## src/rtl/errcap_pkg.sv

```systemverilog
package errcap_pkg;
   typedef enum logic [1:0] {
      SEL_LOG  = 2'd0,
      SEL_STS  = 2'd1,
      SEL_CMD  = 2'd2,
      SEL_NONE = 2'd3
   } reg_sel_e;

   localparam int unsigned N_CLASS = 2;   // 0 correctable, 1 uncorrectable
endpackage

```

## src/rtl/errcap_w1c_bit.sv

```systemverilog
module errcap_w1c_bit (
   input  logic clk,
   input  logic rst_n,
   input  logic set_i,
   input  logic clr_i,
   output logic q_o
);
   always_ff @(posedge clk or negedge rst_n) begin
      if (!rst_n)     q_o <= 1'b0;
      else if (set_i) q_o <= 1'b1;
      else if (clr_i) q_o <= 1'b0;
   end


   set_wins_chk: assert property (@(posedge clk) disable iff (!rst_n)
      set_i |=> q_o);


   clear_takes_chk: assert property (@(posedge clk) disable iff (!rst_n)
      (clr_i && !set_i) |=> !q_o);
endmodule

```

## src/rtl/errcap_capture.sv

```systemverilog
module errcap_capture #(
   parameter int unsigned BA_W    = 39,
   parameter int unsigned ADDR_LO = 5,
   parameter int unsigned SYN_W   = 16,
   localparam int unsigned AF_W   = BA_W - ADDR_LO
) (
   input  logic             clk,
   input  logic             rst_n,
   input  logic             load_i,
   input  logic [BA_W-1:0]  addr_i,
   input  logic [SYN_W-1:0] syn_i,
   output logic [AF_W-1:0]  addr_o,
   output logic [SYN_W-1:0] syn_o
);
   always_ff @(posedge clk or negedge rst_n) begin
      if (!rst_n) begin
         addr_o <= '0;
         syn_o  <= '0;
      end else if (load_i) begin
         addr_o <= addr_i[BA_W-1:ADDR_LO];
         syn_o  <= syn_i;
      end
   end


   frozen_fields_chk: assert property (@(posedge clk) disable iff (!rst_n)
      !load_i |=> ($stable(addr_o) && $stable(syn_o)));
endmodule

```

## src/rtl/ecc_errcap_top.sv

```systemverilog
module ecc_errcap_top
   import errcap_pkg::*;
#(
   parameter int unsigned BA_W       = 39,
   parameter int unsigned ADDR_LO    = 5,
   parameter int unsigned SYN_W      = 16,
   parameter int unsigned SYN_LO     = 46,
   parameter int unsigned LOG_W      = 64,
   parameter int unsigned REG_W      = 16,
   parameter int unsigned CE_LOG_BIT = 62,
   parameter int unsigned UE_LOG_BIT = 63,
   parameter int unsigned CE_REG_BIT = 6,
   parameter int unsigned UE_REG_BIT = 7
) (
   input  logic             clk,
   input  logic             rst_n,
   input  logic             ev_ce,
   input  logic             ev_ue,
   input  logic [BA_W-1:0]  ev_addr,
   input  logic [SYN_W-1:0] ev_syn,
   input  logic [1:0]       reg_sel,
   input  logic             reg_wr,
   input  logic [LOG_W-1:0] reg_wdata,
   output logic [LOG_W-1:0] reg_rdata,
   output logic             irq_req
);
   localparam int unsigned AF_W = BA_W - ADDR_LO;

   generate
      if (ADDR_LO + AF_W > SYN_LO) begin : g_bad_addr
         $error("address field overlaps syndrome field");
      end
      if (SYN_LO + SYN_W > CE_LOG_BIT || SYN_LO + SYN_W > UE_LOG_BIT) begin : g_bad_syn
         $error("syndrome field overlaps flag bits");
      end
      if (CE_LOG_BIT >= LOG_W || UE_LOG_BIT >= LOG_W || CE_LOG_BIT == UE_LOG_BIT) begin : g_bad_flag
         $error("log flag positions invalid");
      end
      if (CE_REG_BIT >= REG_W || UE_REG_BIT >= REG_W || REG_W > LOG_W) begin : g_bad_reg
         $error("status/command bit positions invalid");
      end
   endgenerate

   reg_sel_e sel;
   assign sel = reg_sel_e'(reg_sel);

   logic [N_CLASS-1:0] ev;
   logic [N_CLASS-1:0] log_q, sts_q, cmd_q;
   logic [N_CLASS-1:0] log_clr, sts_clr;
   logic               wr_log, wr_sts, wr_cmd;
   logic               cap_load;
   logic [AF_W-1:0]    fld_addr;
   logic [SYN_W-1:0]   fld_syn;

   assign ev     = {ev_ue, ev_ce};
   assign wr_log = reg_wr && (sel == SEL_LOG);
   assign wr_sts = reg_wr && (sel == SEL_STS);
   assign wr_cmd = reg_wr && (sel == SEL_CMD);

   for (genvar k = 0; k < N_CLASS; k++) begin : g_class
      localparam int unsigned LPOS = (k == 0) ? CE_LOG_BIT : UE_LOG_BIT;
      localparam int unsigned RPOS = (k == 0) ? CE_REG_BIT : UE_REG_BIT;

      assign log_clr[k] = wr_log && reg_wdata[LPOS];
      assign sts_clr[k] = wr_sts && reg_wdata[RPOS];

      errcap_w1c_bit u_log_flag (
         .clk   (clk),
         .rst_n (rst_n),
         .set_i (ev[k]),
         .clr_i (log_clr[k]),
         .q_o   (log_q[k])
      );

      errcap_w1c_bit u_sts_flag (
         .clk   (clk),
         .rst_n (rst_n),
         .set_i (ev[k]),
         .clr_i (sts_clr[k]),
         .q_o   (sts_q[k])
      );

      always_ff @(posedge clk or negedge rst_n) begin
         if (!rst_n)      cmd_q[k] <= 1'b0;
         else if (wr_cmd) cmd_q[k] <= reg_wdata[RPOS];
      end
   end

   assign cap_load = (|ev) && !(|log_q);

   errcap_capture #(
      .BA_W    (BA_W),
      .ADDR_LO (ADDR_LO),
      .SYN_W   (SYN_W)
   ) u_capture (
      .clk    (clk),
      .rst_n  (rst_n),
      .load_i (cap_load),
      .addr_i (ev_addr),
      .syn_i  (ev_syn),
      .addr_o (fld_addr),
      .syn_o  (fld_syn)
   );

   logic [LOG_W-1:0] log_word, sts_word, cmd_word;

   always_comb begin
      log_word = '0;
      log_word[ADDR_LO +: AF_W]  = fld_addr;
      log_word[SYN_LO +: SYN_W]  = fld_syn;
      log_word[CE_LOG_BIT]       = log_q[0];
      log_word[UE_LOG_BIT]       = log_q[1];
      sts_word = '0;
      sts_word[CE_REG_BIT]       = sts_q[0];
      sts_word[UE_REG_BIT]       = sts_q[1];
      cmd_word = '0;
      cmd_word[CE_REG_BIT]       = cmd_q[0];
      cmd_word[UE_REG_BIT]       = cmd_q[1];
   end

   always_comb begin
      unique case (sel)
         SEL_LOG: reg_rdata = log_word;
         SEL_STS: reg_rdata = sts_word;
         SEL_CMD: reg_rdata = cmd_word;
         default: reg_rdata = '0;
      endcase
   end

   assign irq_req = |(sts_q & cmd_q);


   irq_hold_chk: assert property (@(posedge clk) disable iff (!rst_n)
      (irq_req && !reg_wr) |=> irq_req);


   irq_quiet_chk: assert property (@(posedge clk) disable iff (!rst_n)
      (!irq_req && !(|ev) && !reg_wr) |=> !irq_req);


   status_follows_event_chk: assert property (@(posedge clk) disable iff (!rst_n)
      (|ev) |=> (|sts_q) && (|log_q));
endmodule

```

## config.mk

```make
export PLATFORM = sky130hd
export DESIGN_NAME = ecc_errcap_top
export DESIGN_NICKNAME = d
export VERILOG_FILES = /design/src/rtl/errcap_pkg.sv /design/src/rtl/errcap_w1c_bit.sv /design/src/rtl/errcap_capture.sv /design/src/rtl/ecc_errcap_top.sv
export SDC_FILE = /design/constraint.sdc
export NUM_CORES = 1
export LEC_CHECK = 0
export BUFFER_PORTS_ARGS = -buffer_cell sky130_fd_sc_hd__clkbuf_2
export CAP_MARGIN = 25
export CORE_MARGIN = 4
export CORE_UTILIZATION = 41
export DETAILED_ROUTE_END_ITERATION = 10
export PLACE_DENSITY = 0.81
export REMOVE_ABC_BUFFERS = 1
export SKIP_LAST_GASP = 1
export SYNTH_ARGS = -nofsm -noshare
export SYNTH_HDL_FRONTEND = slang
export SYNTH_SLANG_ARGS = --single-unit
```

## constraint.sdc

```tcl
create_clock -name clk -period 1.8 [get_ports clk]
set_input_delay 0.27 -clock clk [delete_from_list [all_inputs] [get_ports clk]]
set_output_delay 0.27 -clock clk [all_outputs]
set_load 0.05 [all_outputs]
```

==> Word-level counts from Yosys, hierarchy flattened <==
Index checks and enable logic that the tools add are counted.
{ "op_classes": {"add_sub_neg": 0, "multipliers": 0, "n_div": 0, "order_cmp": 0, "n_eq_ne": 2, "shift": 0, "muxes": 9, "bitwise": 1, "n_reduce_logical": 17} }
{ "op_table": {"columns": ["cell", "n"], "rows": [
  ["$pmux 64 s3", 1],
  ["$logic_and 1x1->1", 8],
  ["$mux 1", 8],
  ["$reduce_bool 2->1", 4],
  ["$reduce_or 2->1", 3],
  ["$and 2x2->2", 1],
  ["$eq 2x1->1 const B", 1],
  ["$eq 2x2->1 const B", 1],
  ["$logic_not 2->1", 1],
  ["$logic_not 1->1", 1]
]} }
{ "totals": {"ff_bits": 56, "latchBits": 0, "mem_bits_rw": 0, "rom_bits": 0, "input_bits": 126, "output_inout_bits": 65, "word_cells": 37, "mem_count": 0} }

==> Longest topological paths before layout <==
{ "depth": {"depth_word": 5, "depth_mapped": 4, "ltp_nobuf": 3} }

==> Cells and area by module <==
A second synthesis with hierarchy kept.
{ "unflattened": {"cells_unflattened": 205, "hier_area_um2": 3037.9} }
{ "modules_own_cells": {"columns": ["mod", "instances", "cells_each", "area_per_inst_um2", "seq_area_each_um2"], "rows": [
  ["errcap_capture", 1, 106, 2113.3, 1251.2],
  ["ecc_errcap_top", 1, 87, 779.5, 50.0],
  ["errcap_w1c_bit", 4, 3, 36.3, 25.0]
]} }

==> Worst setup path before layout <==
Ideal clock, no wire load.
{ "synth_timing": {"path_type": "reg-to-output", "startpoint": "register g_class[0].u_sts_flag.q_o", "endpoint": "output port reg_rdata[6]", "t_arrival_ns": 1.497, "required_ns": 1.530, "setup_slack_ns": 0.033, "stages_incl_launch_ff": 3, "n_path_buf": 0, "path_cell_list": "dfrtp_1 -> mux2i_1 -> o21ai_0"} }
{ "synth_between": {"elab_chain_len": 1} }
{ "synth_rtl": {"columns": ["element", "line", "text"], "rows": [
  ["from (decl)", "errcap_w1c_bit.sv:6", "output logic q_o"],
  ["from (signal assigned)", "errcap_w1c_bit.sv:9", "if (!rst_n) q_o <= 1'b0;"],
  ["from (signal assigned)", "errcap_w1c_bit.sv:10", "else if (set_i) q_o <= 1'b1;"],
  ["from (signal assigned)", "errcap_w1c_bit.sv:11", "else if (clr_i) q_o <= 1'b0;"],
  ["$pmux 64 s3", "ecc_errcap_top.sv:122", "unique case (sel)"],
  ["to (decl)", "ecc_errcap_top.sv:24", "output logic [LOG_W-1:0] reg_rdata,"]
]} }
No other way between the ends.

==> Worst setup path in the final report <==
{ "layout_timing": {"startpoint": "register g_class[1].u_sts_flag.q_o", "endpoint": "output port reg_rdata[7]"} }
{ "layout_between": {"elab_chain_len": 1} }
{ "layout_rtl": {"columns": ["element", "line"], "rows": [
  ["from (decl)", "errcap_w1c_bit.sv:6"],
  ["from (signal assigned)", "errcap_w1c_bit.sv:9"],
  ["from (signal assigned)", "errcap_w1c_bit.sv:10"],
  ["from (signal assigned)", "errcap_w1c_bit.sv:11"],
  ["$pmux 64 s3", "ecc_errcap_top.sv:122"]
]} }
No other way between the ends.

==> reports/results.txt <==
The startpoint identified for the worst register-to-register timing path is g_class[1].u_log_flag.q_o$_DFFE_PN0P_. The net count of the finished layout is 444. The data arrival time at the worst-slack endpoint came out at 1.23 ns. The number of DRC markers after the initial detailed-route iteration is 51, and the total of fill cells in the finished design is 511.

The number of buffers on the longest clock path was 2; the worst vdd rail ir drop was 443 µV. In the routed design, unresolved DRC markers number 0. At the worst endpoint, the required time is 1.53 ns. The overall track demand over capacity in global routing was 14.4%; the worst hold path cell count was 2. The worst pin sits at a relative slew slack of 63.0%.

The total overflow left after global routing is 0. Final worst-path cycle share: 83.2%. The average instance in the mapped netlist occupies 12.9 µm². The tools report the clock tree root buffer cell as clkbuf_8. STA classifies the critical path startpoint as a register. The run gives 0.668 GHz as the highest attainable clock frequency. The worst setup path is captured at an output port. For the total setup buffers inserted after CTS, the log shows 0.

The detail route stage leaves a number of antenna-violating nets equal to 0. The count of buffers added on input and output ports is 113. The tool flagged a number of max-cap violations equal to 0. In the final layout, the multi-input gates occupy 1080 µm². The H-tree was split into 2 levels. The tools report the register area as 1400 µm². The tightest hold path in the finished design has a slack of 0.189 ns.

The worst path in the final design needs a cycle of 1.50 ns, including I/O delays and setup. The number of rows created at floorplan was 28. Setup repair after global routing left no endpoint under its margin. The area growth from synthesis to layout is 30.1%.

The power per cell area is 859 nW/µm². The run gives 0 as the number of failing hold endpoints at the final stage. In this run the count of I/O pins placed on the die edge is 191. The number of diodes added for antenna fixing is 0, and the first-pass GRT wire length is 8760 µm. The worst hold path belongs to the class in2reg. The tools report the clock tree skew after final layout as 0.00521 ns. The overall die height works out to 87.7 µm. The synthesized netlist occupies a cell area of 2600 µm².

After synthesis, the netlist uses 18 different library cells. The tools report the number of endpoints failing setup at the final stage as 0. At the end of routability-driven placement, the weighted congestion stood at 0.896. The worst hold path startpoint was ev_addr[23]. The endpoint identified for the worst register-to-register timing path is u_capture.addr_o[4]$_DFFE_PN0P_. For the total wirelength of the detailed-routed design, the log shows 5260 µm. Summing the sequential cell areas from Yosys gives 53.8% of the chip area. The design draws 2.91 mW. For the pin with the worst max-slew slack, the measured transition is 0.555 ns. The worst reg-to-reg setup slack is 0.38 ns. The worst hold path terminates at u_capture.addr_o[18]$_DFFE_PN0P_.

The tools report the final-layout setup total negative slack as 0 ns. After technology mapping, the gate count stands at 202. Summed over all cells, the static leakage comes to 1.70 nW.

Clock latency on the worst-skew pair, taken at its later pin, is 0.30 ns. The logic depth of the worst register-to-register path is 3. The run finished with clean final reports. The initial antenna violation count was 0. For this design, the sink count on the clock tree is 56. Clock-pin slew was measured on the worst setup and hold paths at 0.09 ns. The maximum fanout encountered on the critical timing path was 3. The first detailed-routing pass ran for 4 iterations.

Dividing the detail-routed wire length by the instance count gives 13.4 µm. The critical path is of the reg2out type. After floorplanning, the core was sized to cover 6030 µm². The die covers 7690 µm².

Number of global-route vias before repair: 1981. The run gives 0 as the number of warnings issued by yosys. The number of vias per cell came out at 4.75.

The share of post-route cells with drive strength above 1 was 54.9%. The floorplan step set the die width to 87.7 µm. For this configuration, the core starts out at a cell density of 43.2%. The total vias in the final route came out at 1871. The number of max-slew violations in the final report was 0; the half-perimeter wire length after detailed placement was 4040 µm. TritonCTS built the clock tree. TritonCTS created 5 clock buffers. The pin count of the biggest net entering global routing is 28, and the number of flip-flops and latches in the synthesized netlist is 56.
==> per-stage QoR <==
stage	cell area, µm²	setup slack [ns]	util (%)	std cells
global route	3390	0.196	56.2	394
detailed placement	3290	0.307	54.6	385
finish	3390	0.303	56.2	394
CTS	3390	0.292	56.2	394
global placement	3290	0.317	54.6	385
floorplan	2480	-0.409	-	191
==> how the worst max path moves through the flow <==
stage	from	end	slack [ns]
2_1_floorplan	g_class[1].u_log_flag.q_o$_DFFE_PN0P_	u_capture.addr_o[0]$_DFFE_PN0P_	-0.41
3_3_place_gp	reg_sel[0]	reg_rdata[63]	0.32
3_5_place_dp	reg_sel[0]	reg_rdata[11]	0.31
4_1_cts	g_class[1].u_sts_flag.q_o$_DFFE_PN0P_	reg_rdata[7]	0.29
5_1_grt	g_class[1].u_sts_flag.q_o$_DFFE_PN0P_	reg_rdata[7]	0.20
6_report	g_class[1].u_sts_flag.q_o$_DFFE_PN0P_	reg_rdata[7]	0.30
==> sequential cells by signal (all words and copies together), names as in the netlist <==
register,count
u_capture.syn_o,16
g_class.u_sts_flag.q_o,2
cmd_q,2
g_class.u_log_flag.q_o,2
u_capture.addr_o,34
==> critical path, stage by stage (launching register included) <==
cell	delay, ns
dfrtp_1	0.38
mux2i_1	0.08
o21ai_0	0.17
clkbuf_2	0.31
==> layout make-up <==
class / count / area share, %
Sequential cell: 56 / 41.4
Multi-Input combinational cell: 135 / 31.9
Clock buffer: 8 / 2.66
Timing Repair Buffer: 120 / 21.3
Tap cell: 75 / 2.77
==> Yosys cell counts <==
| cell | count | area share (%) |
|---|---|---|
| dfrtp_1 | 56 | 54 |
| and2_1 | 50 | 12 |
| mux2_2 | 48 | 21 |
| buf_4 | 12 | 3.5 |
| buf_6 | 5 | 2.2 |
| clkbuf_1 | 5 | 0.72 |
| nand2_1 | 5 | 0.72 |
| a21o_1 | 4 | 1.2 |
| mux2_1 | 4 | 1.7 |
| mux2i_1 | 2 | 0.77 |
| nand3_1 | 2 | 0.38 |
| nor2_1 | 2 | 0.29 |
| o21ai_0 | 2 | 0.38 |
| a22o_1 | 1 | 0.34 |
| and3b_1 | 1 | 0.34 |
| conb_1 | 1 | 0.14 |
| nor2b_1 | 1 | 0.24 |
| nor3_4 | 1 | 0.62 |
==> placed cells by master, fill, tap and decap left out, drive strengths merged <==
| cell | n |
|---|---|
| clkbuf | 116 |
| dfrtp | 56 |
| mux2 | 52 |
| and2 | 50 |
| conb | 12 |
| buf | 11 |
| nand2 | 5 |
| a21o | 4 |
| mux2i | 2 |
| o21ai | 2 |
| nand3 | 2 |
| nor2 | 2 |
| nor2b | 1 |
| a22o | 1 |
| nor3 | 1 |
| and3b | 1 |
| dlygate4sd3 | 1 |
==> cells by family after synthesis <==
group,share of synthesized area (%)
AO/OA/AOI/OAI,1.87
buffers and inverters,6.34
flip-flops,53.8
multiplexers,23.2
other,0.144
AND/OR/NAND/NOR,14.6
==> report_power, final <==
part	internal [mW]	switching [mW]
combinational	0.274	0.445
sequential	1.43	0.0739
clock	0.315	0.379
total	2.01	0.898
==> what timing repair did <==
item	CTS	global route
gates resized for setup	0	0
endpoints found under the hold margin	21	0
hold buffers	1	0
==> layer usage <==
layer	track usage, %	up-vias	part of all wire, %	wire, µm
li1	-	878	-	-
met1	16.5	907	39	2080
met2	26.0	77	50	2660
met3	4.14	9	8.7	458
met4	3.77	0	1.3	69
met5	0	-	0	0
No activity file was read; power rests on OpenSTA's default activity.
